`src/rtl/sio_rx_pkg.sv`:
```
`timescale 1ns/1ps
package sio_rx_pkg;

    localparam int DATA_MAX  = 9;   // widest data field
    localparam int FRAME_MAX = 11;  // start + 9 data + stop

    typedef enum logic [1:0] {
        FR_IDLE,
        FR_START,
        FR_DATA,
        FR_STOP
    } fr_state_e;

    typedef struct packed {
        logic [DATA_MAX-1:0] data;
        logic                stop_ok;
        logic                noisy;
    } rx_frame_t;

    typedef struct packed {
        logic full;
        logic idle;
        logic ovr;
        logic noise;
        logic ferr;
    } rx_flags_t;

    function automatic logic vote3(input logic a, input logic b, input logic c);
        return (a & b) | (a & c) | (b & c);
    endfunction

    function automatic logic split3(input logic a, input logic b, input logic c);
        return (a ^ b) | (b ^ c);
    endfunction

    function automatic int unsigned frame_bits(input logic nine);
        return nine ? 32'd11 : 32'd10;
    endfunction

    function automatic logic addr_mark(input logic [DATA_MAX-1:0] d, input logic nine);
        return nine ? d[8] : d[7];
    endfunction

endpackage

```
`src/rtl/sio_rx_line.sv`:
```
`timescale 1ns/1ps
module sio_rx_line
    import sio_rx_pkg::*;
#(
    parameter int OSR = 16
) (
    input  logic clk,
    input  logic rst,
    input  logic os_tick,
    input  logic rxd,
    input  logic nine_bit,
    output logic line,
    output logic line_idle
);
    localparam int MAXRUN = OSR * FRAME_MAX;
    localparam int RUN_W  = $clog2(MAXRUN + 1);

    logic             meta;
    logic [RUN_W-1:0] run_cnt;
    logic [RUN_W-1:0] run_need;

    // Two-flop synchronizer, then a tick counter of consecutive ones.
    always_ff @(posedge clk) begin
        if (rst) begin
            meta    <= 1'b1;
            line    <= 1'b1;
            run_cnt <= '0;
        end else begin
            meta <= rxd;
            line <= meta;
            if (!line)
                run_cnt <= '0;
            else if (os_tick && run_cnt != RUN_W'(MAXRUN))
                run_cnt <= run_cnt + 1'b1;
        end
    end

    assign run_need  = RUN_W'(OSR * frame_bits(nine_bit));
    assign line_idle = (run_cnt >= run_need);

    AST_RUN_BREAK: assert property (@(posedge clk) disable iff (rst)
        (!line) |=> !line_idle);

endmodule

```
`src/rtl/sio_rx_framer.sv`:
```
`timescale 1ns/1ps
module sio_rx_framer
    import sio_rx_pkg::*;
#(
    parameter int OSR = 16
) (
    input  logic      clk,
    input  logic      rst,
    input  logic      rx_en,
    input  logic      os_tick,
    input  logic      line,
    input  logic      nine_bit,
    output logic      done,
    output rx_frame_t frame
);
    localparam int PH_W  = $clog2(OSR);
    localparam int IDX_W = $clog2(DATA_MAX);
    localparam logic [PH_W-1:0] PH_A   = PH_W'(OSR/2 - 1);
    localparam logic [PH_W-1:0] PH_B   = PH_W'(OSR/2);
    localparam logic [PH_W-1:0] PH_C   = PH_W'(OSR/2 + 1);
    localparam logic [PH_W-1:0] PH_END = PH_W'(OSR - 1);

    fr_state_e           state;
    logic [PH_W-1:0]     ph;
    logic [IDX_W-1:0]    idx;
    logic [IDX_W-1:0]    last_idx;
    logic                s_a, s_b, noisy;
    logic [DATA_MAX-1:0] shreg;
    logic                bit_v, bit_n;

    assign bit_v    = vote3(s_a, s_b, line);
    assign bit_n    = split3(s_a, s_b, line);
    assign last_idx = nine_bit ? IDX_W'(8) : IDX_W'(7);

    always_ff @(posedge clk) begin
        if (rst || !rx_en) begin
            state <= FR_IDLE;
            ph    <= '0;
            idx   <= '0;
            s_a   <= 1'b1;
            s_b   <= 1'b1;
            noisy <= 1'b0;
            shreg <= '0;
            done  <= 1'b0;
            if (rst)
                frame <= '0;
        end else begin
            done <= 1'b0;
            if (os_tick) begin
                if (state == FR_IDLE) begin
                    if (!line) begin
                        state <= FR_START;
                        ph    <= PH_W'(1);
                        idx   <= '0;
                        noisy <= 1'b0;
                        shreg <= '0;
                    end
                end else begin
                    ph <= (ph == PH_END) ? '0 : ph + 1'b1;
                    if (ph == PH_A) s_a <= line;
                    if (ph == PH_B) s_b <= line;
                    if (ph == PH_C) begin
                        case (state)
                            FR_START: begin
                                if (bit_v) state <= FR_IDLE;   // false start
                                else       noisy <= bit_n;
                            end
                            FR_DATA: begin
                                shreg[idx] <= bit_v;
                                noisy      <= noisy | bit_n;
                            end
                            FR_STOP: begin
                                done          <= 1'b1;
                                frame.data    <= shreg;
                                frame.stop_ok <= bit_v;
                                frame.noisy   <= noisy | bit_n;
                                state         <= FR_IDLE;
                            end
                            default: ;
                        endcase
                    end
                    if (ph == PH_END) begin
                        if (state == FR_START)
                            state <= FR_DATA;
                        else if (state == FR_DATA) begin
                            if (idx == last_idx) state <= FR_STOP;
                            else                 idx   <= idx + 1'b1;
                        end
                    end
                end
            end
        end
    end

    AST_PH_HOLD: assert property (@(posedge clk) disable iff (rst)
        (rx_en && !os_tick) |=> $stable(ph));

    AST_DONE_PULSE: assert property (@(posedge clk) disable iff (rst)
        done |=> !done);

endmodule

```
`src/rtl/sio_rx_status.sv`:
```
`timescale 1ns/1ps
module sio_rx_status
    import sio_rx_pkg::*;
(
    input  logic                clk,
    input  logic                rst,
    input  logic                rx_en,
    input  logic                nine_bit,
    input  logic                wake_mark,
    input  logic                sleep_set,
    input  logic                status_ack,
    input  logic                line_idle,
    input  logic                done,
    input  rx_frame_t           frame,
    output logic [DATA_MAX-1:0] data_q,
    output rx_flags_t           flags,
    output logic                asleep
);
    logic       idle_seen, armed;
    logic       addr_hit, take, idle_edge;
    logic [4:0] fl_v;

    assign addr_hit  = addr_mark(frame.data, nine_bit);
    assign take      = done && (!asleep || (wake_mark && addr_hit));
    assign idle_edge = line_idle && !idle_seen;
    assign fl_v      = flags;

    // Sleep state: set by request, cleared only by the wake-up logic.
    always_ff @(posedge clk) begin
        if (rst) begin
            asleep <= 1'b0;
        end else if (asleep) begin
            if ((!wake_mark && line_idle) || (wake_mark && done && addr_hit))
                asleep <= 1'b0;
        end else if (sleep_set && (wake_mark || !line_idle)) begin
            asleep <= 1'b1;
        end
    end

    always_ff @(posedge clk) begin
        if (rst) begin
            idle_seen <= 1'b0;
            armed     <= 1'b0;
            flags     <= '0;
            data_q    <= '0;
        end else begin
            idle_seen <= line_idle;
            if (!rx_en) begin
                flags <= '0;
                armed <= 1'b0;
            end else begin
                if (status_ack)
                    flags <= '0;
                if (idle_edge && armed && !asleep) begin
                    flags.idle <= 1'b1;
                    armed      <= 1'b0;
                end
                if (take) begin
                    armed <= 1'b1;
                    if (flags.full) begin
                        flags.ovr <= 1'b1;
                    end else begin
                        data_q      <= frame.data;
                        flags.full  <= 1'b1;
                        flags.ferr  <= !frame.stop_ok;
                        flags.noise <= frame.noisy;
                    end
                end
            end
        end
    end

    AST_EN_INHIBIT: assert property (@(posedge clk) disable iff (rst)
        (!rx_en) |=> (fl_v == 5'b0));

    AST_SLEEP_FROZEN: assert property (@(posedge clk) disable iff (rst)
        (asleep && !done) |=> ((fl_v & ~$past(fl_v)) == 5'b0));

    AST_OVR_HOLD: assert property (@(posedge clk) disable iff (rst)
        (rx_en && flags.full && done) |=> $stable(data_q));

    AST_ADDR_NOWAKE: assert property (@(posedge clk) disable iff (rst)
        (asleep && wake_mark && done && !addr_hit) |=> asleep);

    AST_IDLE_REQ: assert property (@(posedge clk) disable iff (rst)
        (!asleep && !wake_mark && line_idle && sleep_set) |=> !asleep);

endmodule

```
`src/rtl/sio_rx_wake.sv`:
```
`timescale 1ns/1ps
module sio_rx_wake
    import sio_rx_pkg::*;
#(
    parameter int OSR = 16
) (
    input  logic       clk,
    input  logic       rst,
    input  logic       os_tick,
    input  logic       rxd,
    input  logic       rx_en,
    input  logic       nine_bit,
    input  logic       wake_mark,
    input  logic       sleep_set,
    input  logic       status_ack,
    output logic [7:0] rx_data,
    output logic       rx_bit8,
    output logic       rx_full,
    output logic       rx_idle,
    output logic       rx_ovr,
    output logic       rx_noise,
    output logic       rx_ferr,
    output logic       rx_asleep
);
    logic                line, line_idle, done;
    rx_frame_t           frame;
    rx_flags_t           flags;
    logic [DATA_MAX-1:0] data_q;

    sio_rx_line #(.OSR(OSR)) u_line (
        .clk       (clk),
        .rst       (rst),
        .os_tick   (os_tick),
        .rxd       (rxd),
        .nine_bit  (nine_bit),
        .line      (line),
        .line_idle (line_idle)
    );

    sio_rx_framer #(.OSR(OSR)) u_framer (
        .clk      (clk),
        .rst      (rst),
        .rx_en    (rx_en),
        .os_tick  (os_tick),
        .line     (line),
        .nine_bit (nine_bit),
        .done     (done),
        .frame    (frame)
    );

    sio_rx_status u_status (
        .clk        (clk),
        .rst        (rst),
        .rx_en      (rx_en),
        .nine_bit   (nine_bit),
        .wake_mark  (wake_mark),
        .sleep_set  (sleep_set),
        .status_ack (status_ack),
        .line_idle  (line_idle),
        .done       (done),
        .frame      (frame),
        .data_q     (data_q),
        .flags      (flags),
        .asleep     (rx_asleep)
    );

    assign rx_data  = data_q[7:0];
    assign rx_bit8  = data_q[8];
    assign rx_full  = flags.full;
    assign rx_idle  = flags.idle;
    assign rx_ovr   = flags.ovr;
    assign rx_noise = flags.noise;
    assign rx_ferr  = flags.ferr;

endmodule

```
`config.mk`:
```
export PLATFORM = sky130hd
export DESIGN_NAME = sio_rx_wake
export DESIGN_NICKNAME = d
export VERILOG_FILES = /design/src/rtl/sio_rx_pkg.sv /design/src/rtl/sio_rx_line.sv /design/src/rtl/sio_rx_framer.sv /design/src/rtl/sio_rx_status.sv /design/src/rtl/sio_rx_wake.sv
export SDC_FILE = /design/constraint.sdc
export NUM_CORES = 1
export LEC_CHECK = 0
export BUFFER_PORTS_ARGS = -buffer_cell sky130_fd_sc_hd__buf_2
export CAP_MARGIN = 20
export CORE_MARGIN = 2
export CORE_UTILIZATION = 45
export DETAILED_ROUTE_END_ITERATION = 7
export PLACE_DENSITY_LB_ADDON = 0.2
export RECOVER_POWER = 50
export SLEW_MARGIN = 20
export SYNTH_ARGS = -nofsm -noshare
export SYNTH_HDL_FRONTEND = slang
export SYNTH_SLANG_ARGS = --single-unit
```
`constraint.sdc`:
```
create_clock -name clk -period 2.5 [get_ports clk]
set_input_delay 0.5 -clock clk [delete_from_list [all_inputs] [get_ports clk]]
set_output_delay 0.5 -clock clk [all_outputs]
set_load 0.05 [all_outputs]
```
==> results.json <==
{
  "status": "completed",
  "post-cts-setup-buffer-count": 0,
  "yosys.area.top_type": "dfxtp_1",
  "detailed_place_hpwl_um": 4130,
  "ys_ff_latch": 61,
  "yosysSeqAreaShare": 0.446,
  "wl_met3_um": 344,
  "core_area_um2": 6390,
  "antenna_left": 0,
  "hold_viol": 0,
  "cts-root-buf": "clkbuf_8",
  "finalSetupTns_ns": 0,
  "netlist_area_um2": 2990,
  "endpoint_kind": "register",
  "clk_pin_slew_ns": 0.07,
  "synth_async_sr_flop_share": 0,
  "top_layer_used": "met4",
  "final-setup-viol-count": 0,
  "drcViolationCount": 0,
  "seqPwrFrac": 0.544,
  "worstMarginPinSlew_ns": 1.01,
  "drive_above_1_share": 0.114,
  "viasPerCell": 5.43,
  "cts.htree.levels": 3,
  "pwr-share-comb": 0.046,
  "start_util": 0.467,
  "swShare": 0.252,
  "wl_met2_um": 2560,
  "antenna_found_initial": 0,
  "hold_buffers": 0,
  "synthCells": 315,
  "min_period_over_period": 0.799,
  "antenna_cells": 0,
  "rsz0062_at_grt": "false",
  "nNetsFinal": 359,
  "cp_max_fo": 9,
  "cp.required_ns": 2.76,
  "clock.fmax_mhz": 501,
  "cts_inserted_buffers": 9,
  "grt_pass1_vias": 2108,
  "cts.sinks": 61,
  "area_delta_synth_final_pct": 10.3,
  "grt_use_total": 0.175,
  "synth_ff_type": "dfxtp_1",
  "critical_path_class": "register to register",
  "portBuffers": 23,
  "pwr-share-clk": 0.409,
  "first_pass_iters": 4,
  "synth_area_leaders": "dfxtp_1, edfxtp_1, ha_1, mux2i_1, nand2b_1",
  "gp_congestion": 0.776,
  "ios": 24,
  "final_common_cell": "dfxtp_1",
  "whs_ns": 0.362,
  "leakage_nw": 1.18,
  "power_density_nw_per_um2": 572,
  "cts_tree": "yes",
  "num_rows": 29,
  "finClkSkew_ns": 0.00818,
  "min_period_ns": 2.00,
  "synth_top_area_share": 0.335,
  "vias": 2279,
  "netSwitchingPower_mw": 0.475,
  "drt-initial-drc-count": 104,
  "design_power_total_mw": 1.88,
  "grt_max_degree": 27,
  "cts-resized-gates": 0,
  "clk_path_buf_depth": 2,
  "p_int_mw": 1.41,
  "cp-start-kind": "register",
  "min_path_type": "input pin to register",
  "clock_latency_ns": 0.33,
  "slew_violations": 0,
  "irDropWorstVdd_mv": 0.415,
  "postSynthAreaPerCell_um2": 9.48,
  "mostFrequentLayoutCells": "dfxtp_1, a21oi_1, nand2_1, nand2b_1, o21ai_0",
  "wirelength_um": 5890,
  "grt_pass1_wl_um": 10100,
  "die_h_um": 85.5,
  "syn_nets": 336,
  "synth_edf_count": 11,
  "die_width_um": 85.5,
  "wl_per_cell_um": 14.0,
  "dieArea_um2": 7300,
  "max_slew_margin": 0.327,
  "wl_met1_um": 2930,
  "synth_cell_type_count": 58,
  "yosysWarnings": 0,
  "drv_cap": 0,
  "cp.arrival_ns": 2.26,
  "overflow": 0
}
[power groups by stage]
stage | sequential, mW | clock, mW | combinational [mW]
after floorplan | 1.05 | 0 | 0.0575
after global placement | 1.05 | 0 | 0.0881
after detailed placement | 1.05 | 0 | 0.0897
after CTS | 1.03 | 0.800 | 0.0897
after global routing | 1.03 | 0.840 | 0.0982
final | 1.03 | 0.770 | 0.0873
[path summary, 6_finish.rpt]
kind	startpoint	end	slack [ns]	depth (start not counted)
setup / recovery	u_framer.done$_SDFF_PP0_	u_status.data_q[7]$_SDFFE_PP0P_	0.50	4
hold / removal	rxd	u_line.meta$_SDFF_PP1_	0.36	2
setup reg to reg	u_framer.done$_SDFF_PP0_	u_status.data_q[7]$_SDFFE_PP0P_	0.50	4
hold reg to reg	u_line.meta$_SDFF_PP1_	u_line.line$_SDFF_PP1_	0.41	1
[Yosys cell counts, types with 2 or more instances]
| cell | count |
|---|---|
| a22oi_1 | 2 |
| nand4b_1 | 4 |
| nand3b_1 | 4 |
| a21oi_1 | 22 |
| or2_2 | 3 |
| mux2i_1 | 15 |
| o21ai_1 | 3 |
| and2_1 | 11 |
| nor3_1 | 4 |
| or3_1 | 3 |
| ha_1 | 12 |
| dfxtp_1 | 50 |
| nand4_1 | 9 |
| o211ai_1 | 2 |
| buf_2 | 4 |
| edfxtp_1 | 11 |
| o22ai_1 | 3 |
| nor2_1 | 15 |
| o31ai_1 | 2 |
| o21ai_0 | 18 |
| xnor2_1 | 3 |
| nand3_1 | 8 |
| o21a_1 | 3 |
| and3_1 | 4 |
| nand2_1 | 21 |
| inv_1 | 12 |
| nor2b_1 | 9 |
| nand2b_1 | 21 |
| clkbuf_1 | 8 |
[per-stage QoR]
stage / cells / instance area, µm² / setup WS (ns) / util
finish: 420 / 3290 / 0.502 / 0.515
global route: 420 / 3290 / 0.319 / 0.515
CTS: 420 / 3330 / 0.771 / 0.521
detailed placement: 404 / 3150 / 0.577 / 0.493
global placement: 404 / 3150 / 0.680 / 0.493
floorplan: 315 / 2990 / 0.934 / -
[critical path, stage by stage (launching register included)]
cell,delay [ns]
dfxtp_1,0.41
nor3b_1,0.37
a41oi_4,0.08
nor2_1,0.79
mux2i_1,0.27
[area by class of cell]
cell class	instances	area, µm²
fill	622	3090
multi-input combinational	228	1530
sequential	61	1330
clock buffer	9	124
timing repair buffer	26	116
tap	77	96.3
clock inverter	7	51.3
inverter	12	45.0
[per-layer routing]
layer	vias to the layer above	track usage
met5	-	0
met4	0	0.0606
met3	5	0.0506
met2	57	0.259
met1	1045	0.244
li1	1172	-
[registers in the layout, summed over array words and instances, names as in the netlist]
name                count
u_framer.s_a            1
u_framer.done           1
u_status.armed          1
u_framer.shreg          9
u_framer.s_b            1
u_status.idle_seen      1
u_line.line             1
u_status.data_q         9
u_framer.ph             4
u_framer.noisy          1
u_framer.state          2
u_framer.frame         11
u_line.meta             1
u_status.flags          5
u_status.asleep         1
u_framer.idx            4
u_line.run_cnt          8
[cells by family after synthesis]
| kind of cell | share of synthesized area |
|---|---|
| simple gates | 0.245 |
| compound gates | 0.154 |
| flops | 0.446 |
| buf+inv | 0.0381 |
| mux | 0.0553 |
| fa+ha+maj | 0.0503 |
| xor+xnor | 0.0117 |
(Power assumes the default switching activity.)
